## config.mk

```make
export PLATFORM = sky130hd
export DESIGN_NAME = mmu_xlate
export DESIGN_NICKNAME = d
export VERILOG_FILES = /design/src/rtl/mmu_xlate_pkg.sv /design/src/rtl/mmu_seg_table.sv /design/src/rtl/mmu_tlb_dm.sv /design/src/rtl/mmu_xlate.sv
export SDC_FILE = /design/constraint.sdc
export NUM_CORES = 1
export LEC_CHECK = 0
export CAP_MARGIN = 20
export CELL_PAD_IN_SITES_DETAIL_PLACEMENT = 0
export CELL_PAD_IN_SITES_GLOBAL_PLACEMENT = 1
export CORE_MARGIN = 4
export CORE_UTILIZATION = 54
export DETAILED_ROUTE_END_ITERATION = 8
export HOLD_SLACK_MARGIN = 0.12
export PLACE_DENSITY = 0.83
export SETUP_SLACK_MARGIN = 0.05
export SYNTH_ARGS = -nofsm -noshare
export SYNTH_HDL_FRONTEND = slang
export SYNTH_SLANG_ARGS = --single-unit
```

## constraint.sdc

```tcl
create_clock -name clk -period 9.6 [get_ports clk]
set_clock_uncertainty 0.05 [all_clocks]
set_input_delay 1.92 -clock clk [delete_from_list [all_inputs] [get_ports clk]]
set_output_delay 1.92 -clock clk [all_outputs]
set_load 0.05 [all_outputs]
```

## src/rtl/mmu_xlate_pkg.sv

```systemverilog
package mmu_xlate_pkg;

  typedef enum logic { ST_IDLE = 1'b0, ST_WALK = 1'b1 } walk_st_e;

  localparam logic [1:0] ACC_READ  = 2'b00;
  localparam logic [1:0] ACC_WRITE = 2'b01;
  localparam logic [1:0] ACC_EXEC  = 2'b10;

  localparam int PERM_W = 3;

  // permission bits: [2] read, [1] write, [0] execute; code 11 never allowed
  function automatic logic perm_allows(input logic [PERM_W-1:0] perm,
                                       input logic [1:0] acc);
    case (acc)
      ACC_READ:  return perm[2];
      ACC_WRITE: return perm[1];
      ACC_EXEC:  return perm[0];
      default:   return 1'b0;
    endcase
  endfunction

endpackage

```

## src/rtl/mmu_seg_table.sv

```systemverilog
module mmu_seg_table #(
  parameter int SEG_W = 3,
  parameter int PA_W  = 16
) (
  input  logic             clk,
  input  logic             rst_n,
  input  logic             wr_en,
  input  logic [SEG_W-1:0] wr_sel,
  input  logic [PA_W-1:0]  wr_base,
  input  logic [SEG_W-1:0] rd_sel,
  output logic [PA_W-1:0]  rd_base
);
  localparam int NSEG = 1 << SEG_W;

  logic [PA_W-1:0] base_q [NSEG];

  for (genvar s = 0; s < NSEG; s++) begin : g_seg
    always_ff @(posedge clk) begin
      if (!rst_n)                               base_q[s] <= '0;
      else if (wr_en && wr_sel == SEG_W'(s))    base_q[s] <= wr_base;
    end
  end

  assign rd_base = base_q[rd_sel];

endmodule

```

## src/rtl/mmu_tlb_dm.sv

```systemverilog
module mmu_tlb_dm #(
  parameter int VPN_W   = 7,
  parameter int IDX_W   = 4,
  parameter int SEG_W   = 3,
  parameter int FRAME_W = 7,
  parameter int PERM_W  = 3
) (
  input  logic               clk,
  input  logic               rst_n,
  input  logic [VPN_W-1:0]   lk_vpn,
  output logic               lk_hit,
  output logic [FRAME_W-1:0] lk_frame,
  output logic [PERM_W-1:0]  lk_perm,
  input  logic               fill_en,
  input  logic [VPN_W-1:0]   fill_vpn,
  input  logic [FRAME_W-1:0] fill_frame,
  input  logic [PERM_W-1:0]  fill_perm,
  input  logic               flush_en,
  input  logic [SEG_W-1:0]   flush_seg
);
  localparam int DEPTH = 1 << IDX_W;
  localparam int TAG_W = VPN_W - IDX_W;

  logic [DEPTH-1:0]   vld_q;
  logic [TAG_W-1:0]   tag_q   [DEPTH];
  logic [FRAME_W-1:0] frame_q [DEPTH];
  logic [PERM_W-1:0]  perm_q  [DEPTH];

  for (genvar i = 0; i < DEPTH; i++) begin : g_slot
    logic [VPN_W-1:0] slot_vpn;
    logic             fill_here;
    logic             flush_here;

    assign slot_vpn   = {tag_q[i], IDX_W'(i)};
    assign fill_here  = fill_en && fill_vpn[IDX_W-1:0] == IDX_W'(i);
    assign flush_here = flush_en && vld_q[i] &&
                        slot_vpn[VPN_W-1 -: SEG_W] == flush_seg;

    always_ff @(posedge clk) begin
      if (!rst_n) begin
        vld_q[i]   <= 1'b0;
        tag_q[i]   <= '0;
        frame_q[i] <= '0;
        perm_q[i]  <= '0;
      end else if (fill_here) begin
        vld_q[i]   <= 1'b1;
        tag_q[i]   <= fill_vpn[VPN_W-1:IDX_W];
        frame_q[i] <= fill_frame;
        perm_q[i]  <= fill_perm;
      end else if (flush_here) begin
        vld_q[i]   <= 1'b0;
      end
    end

    p_flush_clears_r9: assert property (@(posedge clk) disable iff (!rst_n)
      (flush_here && !fill_here) |=> !vld_q[i]);
  end

  logic [IDX_W-1:0] lk_idx;
  assign lk_idx   = lk_vpn[IDX_W-1:0];
  assign lk_hit   = vld_q[lk_idx] && tag_q[lk_idx] == lk_vpn[VPN_W-1:IDX_W];
  assign lk_frame = frame_q[lk_idx];
  assign lk_perm  = perm_q[lk_idx];

  p_fill_then_hit_r5: assert property (@(posedge clk) disable iff (!rst_n)
    (fill_en && !flush_en) |=> vld_q[$past(fill_vpn[IDX_W-1:0])]);

endmodule

```

## src/rtl/mmu_xlate.sv

```systemverilog
module mmu_xlate
  import mmu_xlate_pkg::*;
#(
  parameter int VA_W      = 16,
  parameter int PA_W      = 16,
  parameter int OFF_W     = 9,
  parameter int SEG_W     = 3,
  parameter int TLB_IDX_W = 4
) (
  input  logic             clk,
  input  logic             rst_n,
  input  logic             req_valid,
  input  logic [VA_W-1:0]  req_vaddr,
  input  logic [1:0]       req_acc,
  output logic             busy,
  output logic             rsp_valid,
  output logic             rsp_fault,
  output logic [PA_W-1:0]  rsp_paddr,
  output logic             mem_rd_en,
  output logic [PA_W-1:0]  mem_rd_addr,
  input  logic             mem_rd_valid,
  input  logic [15:0]      mem_rd_data,
  input  logic             seg_wr_en,
  input  logic [SEG_W-1:0] seg_wr_sel,
  input  logic [PA_W-1:0]  seg_wr_base
);
  localparam int VPN_W   = VA_W - OFF_W;
  localparam int PGIDX_W = VPN_W - SEG_W;
  localparam int FRAME_W = PA_W - OFF_W;
  localparam int PTE_W   = 16;
  localparam int V_POS   = PTE_W - FRAME_W - 1;
  localparam int P_HI    = V_POS - 1;

  function automatic logic [PA_W-1:0] pte_addr(input logic [PA_W-1:0] base,
                                               input logic [PGIDX_W-1:0] pidx);
    return base + (PA_W'(pidx) << 1);
  endfunction

  function automatic logic [PA_W-1:0] join_pa(input logic [FRAME_W-1:0] frame,
                                              input logic [VA_W-1:0] va);
    return {frame, va[OFF_W-1:0]};
  endfunction

  walk_st_e        state_q;
  logic [VA_W-1:0] sv_vaddr_q;
  logic [1:0]      sv_acc_q;
  logic [PA_W-1:0] walk_addr_q;
  logic            stale_q;
  logic            rsp_valid_q, rsp_fault_q;
  logic [PA_W-1:0] rsp_paddr_q;

  logic [VPN_W-1:0]   req_vpn, sv_vpn;
  logic [SEG_W-1:0]   req_seg, sv_seg;
  logic [PGIDX_W-1:0] req_pidx;
  logic [PA_W-1:0]    seg_base;
  logic               lk_hit;
  logic [FRAME_W-1:0] lk_frame;
  logic [PERM_W-1:0]  lk_perm;

  assign req_vpn  = req_vaddr[VA_W-1:OFF_W];
  assign req_seg  = req_vpn[VPN_W-1 -: SEG_W];
  assign req_pidx = req_vpn[PGIDX_W-1:0];
  assign sv_vpn   = sv_vaddr_q[VA_W-1:OFF_W];
  assign sv_seg   = sv_vpn[VPN_W-1 -: SEG_W];

  // named events for assertions
  logic req_fire, hit_fire, miss_fire, walk_done, pte_ok, stale_now, fill_en;
  logic [FRAME_W-1:0] pte_frame;
  logic               pte_valid;
  logic [PERM_W-1:0]  pte_perm;

  assign pte_frame = mem_rd_data[PTE_W-1 -: FRAME_W];
  assign pte_valid = mem_rd_data[V_POS];
  assign pte_perm  = mem_rd_data[P_HI -: PERM_W];

  assign req_fire  = req_valid && state_q == ST_IDLE;
  assign hit_fire  = req_fire && lk_hit;
  assign miss_fire = req_fire && !lk_hit;
  assign walk_done = state_q == ST_WALK && mem_rd_valid;
  assign pte_ok    = pte_valid && perm_allows(pte_perm, sv_acc_q);
  assign stale_now = stale_q || (seg_wr_en && seg_wr_sel == sv_seg);
  assign fill_en   = walk_done && pte_ok && !stale_now;

  mmu_seg_table #(.SEG_W(SEG_W), .PA_W(PA_W)) u_seg (
    .clk(clk), .rst_n(rst_n),
    .wr_en(seg_wr_en), .wr_sel(seg_wr_sel), .wr_base(seg_wr_base),
    .rd_sel(req_seg), .rd_base(seg_base)
  );

  mmu_tlb_dm #(.VPN_W(VPN_W), .IDX_W(TLB_IDX_W), .SEG_W(SEG_W),
               .FRAME_W(FRAME_W), .PERM_W(PERM_W)) u_tlb (
    .clk(clk), .rst_n(rst_n),
    .lk_vpn(req_vpn), .lk_hit(lk_hit), .lk_frame(lk_frame), .lk_perm(lk_perm),
    .fill_en(fill_en), .fill_vpn(sv_vpn), .fill_frame(pte_frame), .fill_perm(pte_perm),
    .flush_en(seg_wr_en), .flush_seg(seg_wr_sel)
  );

  always_ff @(posedge clk) begin
    if (!rst_n) begin
      state_q     <= ST_IDLE;
      sv_vaddr_q  <= '0;
      sv_acc_q    <= '0;
      walk_addr_q <= '0;
      stale_q     <= 1'b0;
      rsp_valid_q <= 1'b0;
      rsp_fault_q <= 1'b0;
      rsp_paddr_q <= '0;
    end else begin
      rsp_valid_q <= 1'b0;
      if (hit_fire) begin
        rsp_valid_q <= 1'b1;
        rsp_fault_q <= !perm_allows(lk_perm, req_acc);
        rsp_paddr_q <= perm_allows(lk_perm, req_acc) ? join_pa(lk_frame, req_vaddr) : '0;
      end
      if (miss_fire) begin
        state_q     <= ST_WALK;
        sv_vaddr_q  <= req_vaddr;
        sv_acc_q    <= req_acc;
        walk_addr_q <= pte_addr(seg_base, req_pidx);
        stale_q     <= seg_wr_en && seg_wr_sel == req_seg;
      end else if (state_q == ST_WALK) begin
        stale_q <= stale_now;
      end
      if (walk_done) begin
        state_q     <= ST_IDLE;
        rsp_valid_q <= 1'b1;
        rsp_fault_q <= !pte_ok;
        rsp_paddr_q <= pte_ok ? join_pa(pte_frame, sv_vaddr_q) : '0;
      end
    end
  end

  assign busy        = state_q == ST_WALK;
  assign mem_rd_en   = state_q == ST_WALK;
  assign mem_rd_addr = walk_addr_q;
  assign rsp_valid   = rsp_valid_q;
  assign rsp_fault   = rsp_fault_q;
  assign rsp_paddr   = rsp_paddr_q;

  p_hit_rsp_next_r2: assert property (@(posedge clk) disable iff (!rst_n)
    hit_fire |=> rsp_valid);
  p_hit_no_read_r2: assert property (@(posedge clk) disable iff (!rst_n)
    hit_fire |=> !mem_rd_en);
  p_walk_addr_hold_r3: assert property (@(posedge clk) disable iff (!rst_n)
    (mem_rd_en && !mem_rd_valid) |=> (mem_rd_en && $stable(mem_rd_addr)));
  p_bad_pte_faults_r6: assert property (@(posedge clk) disable iff (!rst_n)
    (walk_done && !pte_ok) |=> (rsp_valid && rsp_fault));
  p_busy_ignores_r10: assert property (@(posedge clk) disable iff (!rst_n)
    (busy && !walk_done) |=> !rsp_valid);
  p_stale_no_fill_r11: assert property (@(posedge clk) disable iff (!rst_n)
    (walk_done && seg_wr_en && seg_wr_sel == sv_seg) |-> !fill_en);

endmodule

```

==> qor.yml <==
io_buffers: 88
place_inst: 1931
clock_latency_ps: 570
post_drt_wl_per_cell_um: 24.20
vias_per_cell: 6.030
timing.rr.end: "u_tlb.tag_q[8][2]"
tightest_slew_ps: 1111
multi_input_area_um2: 7310
die_area_um2: 38820
synth-edff-count: 336
worstRegToRegCells: 6
syn_avg_cell_area_um2: 13.34
critical_path_required_ps: 9820
met1_usage: 0.3665
cts_resized: 0
grt-busiest-layer: "met2"
drt_wl_total_um: 48780
drv_cap: 0
yosysSeqAreaShare: 0.5955
period_needed_ps: 5584
antenna_cells: 0
die_h_um: 197.0
fin_area_um2: 21990
met2_usage: 0.4053
grt_max_degree: 72
dp_hpwl_um: 30760
worst_setup_path_start_kind: "primary input"
start_util: 0.5532
syn_nets: 1510
yosys.area.top_type: "edfxtp_1"
final_common_cell: "and2_1"
synth_seq_cells: 406
gp_congestion: 0.8241
placed_cell_area_um2: 20630
drtIter0Drc: 1140
ctsRootBufferMaster: "clkbuf_16"
final_cell_mix: "and2_1 (339), edfxtp_1 (336), clkdlybuf4s50_1 (83)"
drive_gt1_frac: 0.1429
grt_pass1_vias: 12310
postSynth.topFlopCell: "edfxtp_1"
tns_ps: 0
postRouteAntennaNets: 0
vdd_drop_max_v: 0.0001470
cts_buffer_depth: 3
relSlewSlack: 0.2563
final_cells: 2016
synth_cells: 1447
min_path_type: "reg2reg"
synthArstFlopShare: 0
ff2ff_setup_slack_ps: 5750
gr-usage-met3: 0.03582
std_cell_rows: 68
outcome: "completed"
holdPathEnd: "rsp_paddr[6]"
pwr_density_cell_nw_per_um2: 181.9
antenna_found_initial: 0
total_leakage_power_nw: 7.983
setup_viol: 0
clkTransAtPathRegs_ps: 60
synth_area_um2: 19300
grt.overflow.total: 0
htreeDepth: 2
nFillCells: 2677
r2r-start: "busy"
path_class: "in2reg"
hold_viol_final: 0
setup_slack_ps: 4016
die_w_um: 197.0
first_pass_iters: 5
cts_sinks: 406
num_vias: 12160
synthDistinctLibCells: 60
io_pins: 94
grt_usage: 0.2527
cp.arrival_ps: 5810
worstHoldPathCells: 2
cts_made_buffers: 43
syn_to_final_growth_pct: 13.95
slew_violations: 0
finalCritPeriodShare: 0.5817
timing.fmax_mhz: 179.1
layout.nets: 1590
cts_tree: "built"
cts_setup_buffers: 0
synth_warnings: 0
grt_pass1_wl_um: 74440
rsz0062_at_grt: "false"
drc_errors: 0
worstPathMaxFanout: 18
core_area_um2: 34880
end_kind: "flip-flop"
synth.area.top_cells: "edfxtp_1 (52%), and2_1 (11%), mux4_2 (7.4%)"
regArea_um2: 11490
hp-start: "rsp_paddr[6]"
holdBufCountCts: 0
preCtsSetupSlack_ps: 3500
synth_top_area_share: 0.5229
[through the flow]
| step | utilization | power, mW | hold WS, ps |
|---|---|---|---|
| 6_report | 0.6304 | 4.001 | 408.9 |
| 5_1_grt | 0.6304 | 4.128 | 432.2 |
| 4_1_cts | 0.6290 | 4.018 | 411.9 |
| 3_5_place_dp | 0.5915 | 2.468 | 404.0 |
| 3_3_place_gp | 0.5913 | 2.459 | 393.7 |
| 2_1_floorplan | - | 2.312 | 402.3 |
[final cells by class]
type                    count  share of cell area
inverters                   8            0.001366
well taps                 455             0.02589
flip-flops and latches    406              0.5226
multi-input cells         924              0.3324
clock inverters            19            0.005235
clock buffers              60             0.05422
repair buffers            144             0.05832
[cells in the mapped netlist (8+ instances only)]
master / count
nor2_1: 36
o21ai_0: 59
mux4_2: 63
nand2b_1: 11
clkbuf_1: 74
a21oi_1: 34
o22ai_1: 10
buf_2: 13
xnor2_1: 65
mux2i_1: 80
nand4_1: 18
dfxtp_1: 70
a221oi_1: 15
nand2_1: 43
nand3_1: 32
edfxtp_1: 336
a22o_1: 17
and2_1: 339
a31o_2: 16
buf_1: 9
buf_4: 8
[logic make-up (layout without fill, tap and decap cells)]
| family | count (synthesis) | count (layout) | synth area share |
|---|---|---|---|
| AO/OA/AOI/OAI | 179 | 179 | 0.06127 |
| XOR/XNOR | 68 | 68 | 0.03086 |
| adder cells (fa/ha/maj) | 5 | 5 | 0.003631 |
| buffers and inverters | 117 | 231 | 0.02756 |
| flip-flops | 406 | 406 | 0.5955 |
| multiplexers | 152 | 152 | 0.1234 |
| AND/OR/NAND/NOR | 520 | 520 | 0.1578 |
[worst max path at each step]
stage | from | to | slack, ps | depth (start not counted)
floorplan | req_vaddr[13] | mem_rd_addr[13] | 3840 | 13
global placement | mem_rd_data[6] | u_tlb.tag_q[8][0] | 3490 | 8
detailed placement | mem_rd_data[6] | u_tlb.tag_q[8][0] | 3500 | 8
CTS | mem_rd_data[6] | u_tlb.perm_q[8][2] | 4080 | 8
global route | mem_rd_data[6] | u_tlb.perm_q[8][2] | 3750 | 8
finish | mem_rd_data[6] | u_tlb.tag_q[8][2] | 4020 | 8
[per-layer routing]
layer	vias to the layer above	routed length (µm)
met4	0	1079
met1	6141	21180
li1	5473	-
met2	463	23250
met3	79	3274
met5	-	0
[power breakdown]
part | switching [mW] | internal [mW] | leakage (nW)
combinational | 0.249 | 0.164 | 3.40
clock | 0.676 | 0.893 | 0.639
sequential | 0.0340 | 1.99 | 3.94
total | 0.959 | 3.04 | 7.98
[worst max-delay path, stage by stage]
cell             delay (ps)
clkdlybuf4s50_1         860
inv_1                   100
a221oi_1                340
and3_1                  720
and2_1                  290
or3b_1                  530
o21ai_1                 730
buf_4                   310
[sequential cells by signal, indices dropped and copies added, names as in the netlist]
register,count
rsp_valid,1
rsp_paddr,16
sv_vaddr_q,16
u_tlb.vld_q,16
u_tlb.perm_q,48
rsp_fault,1
u_tlb.frame_q,112
u_seg.base_q,128
stale_q,1
busy,1
u_tlb.tag_q,48
mem_rd_addr,16
sv_acc_q,2
No activity file was read; power rests on OpenSTA's default activity.
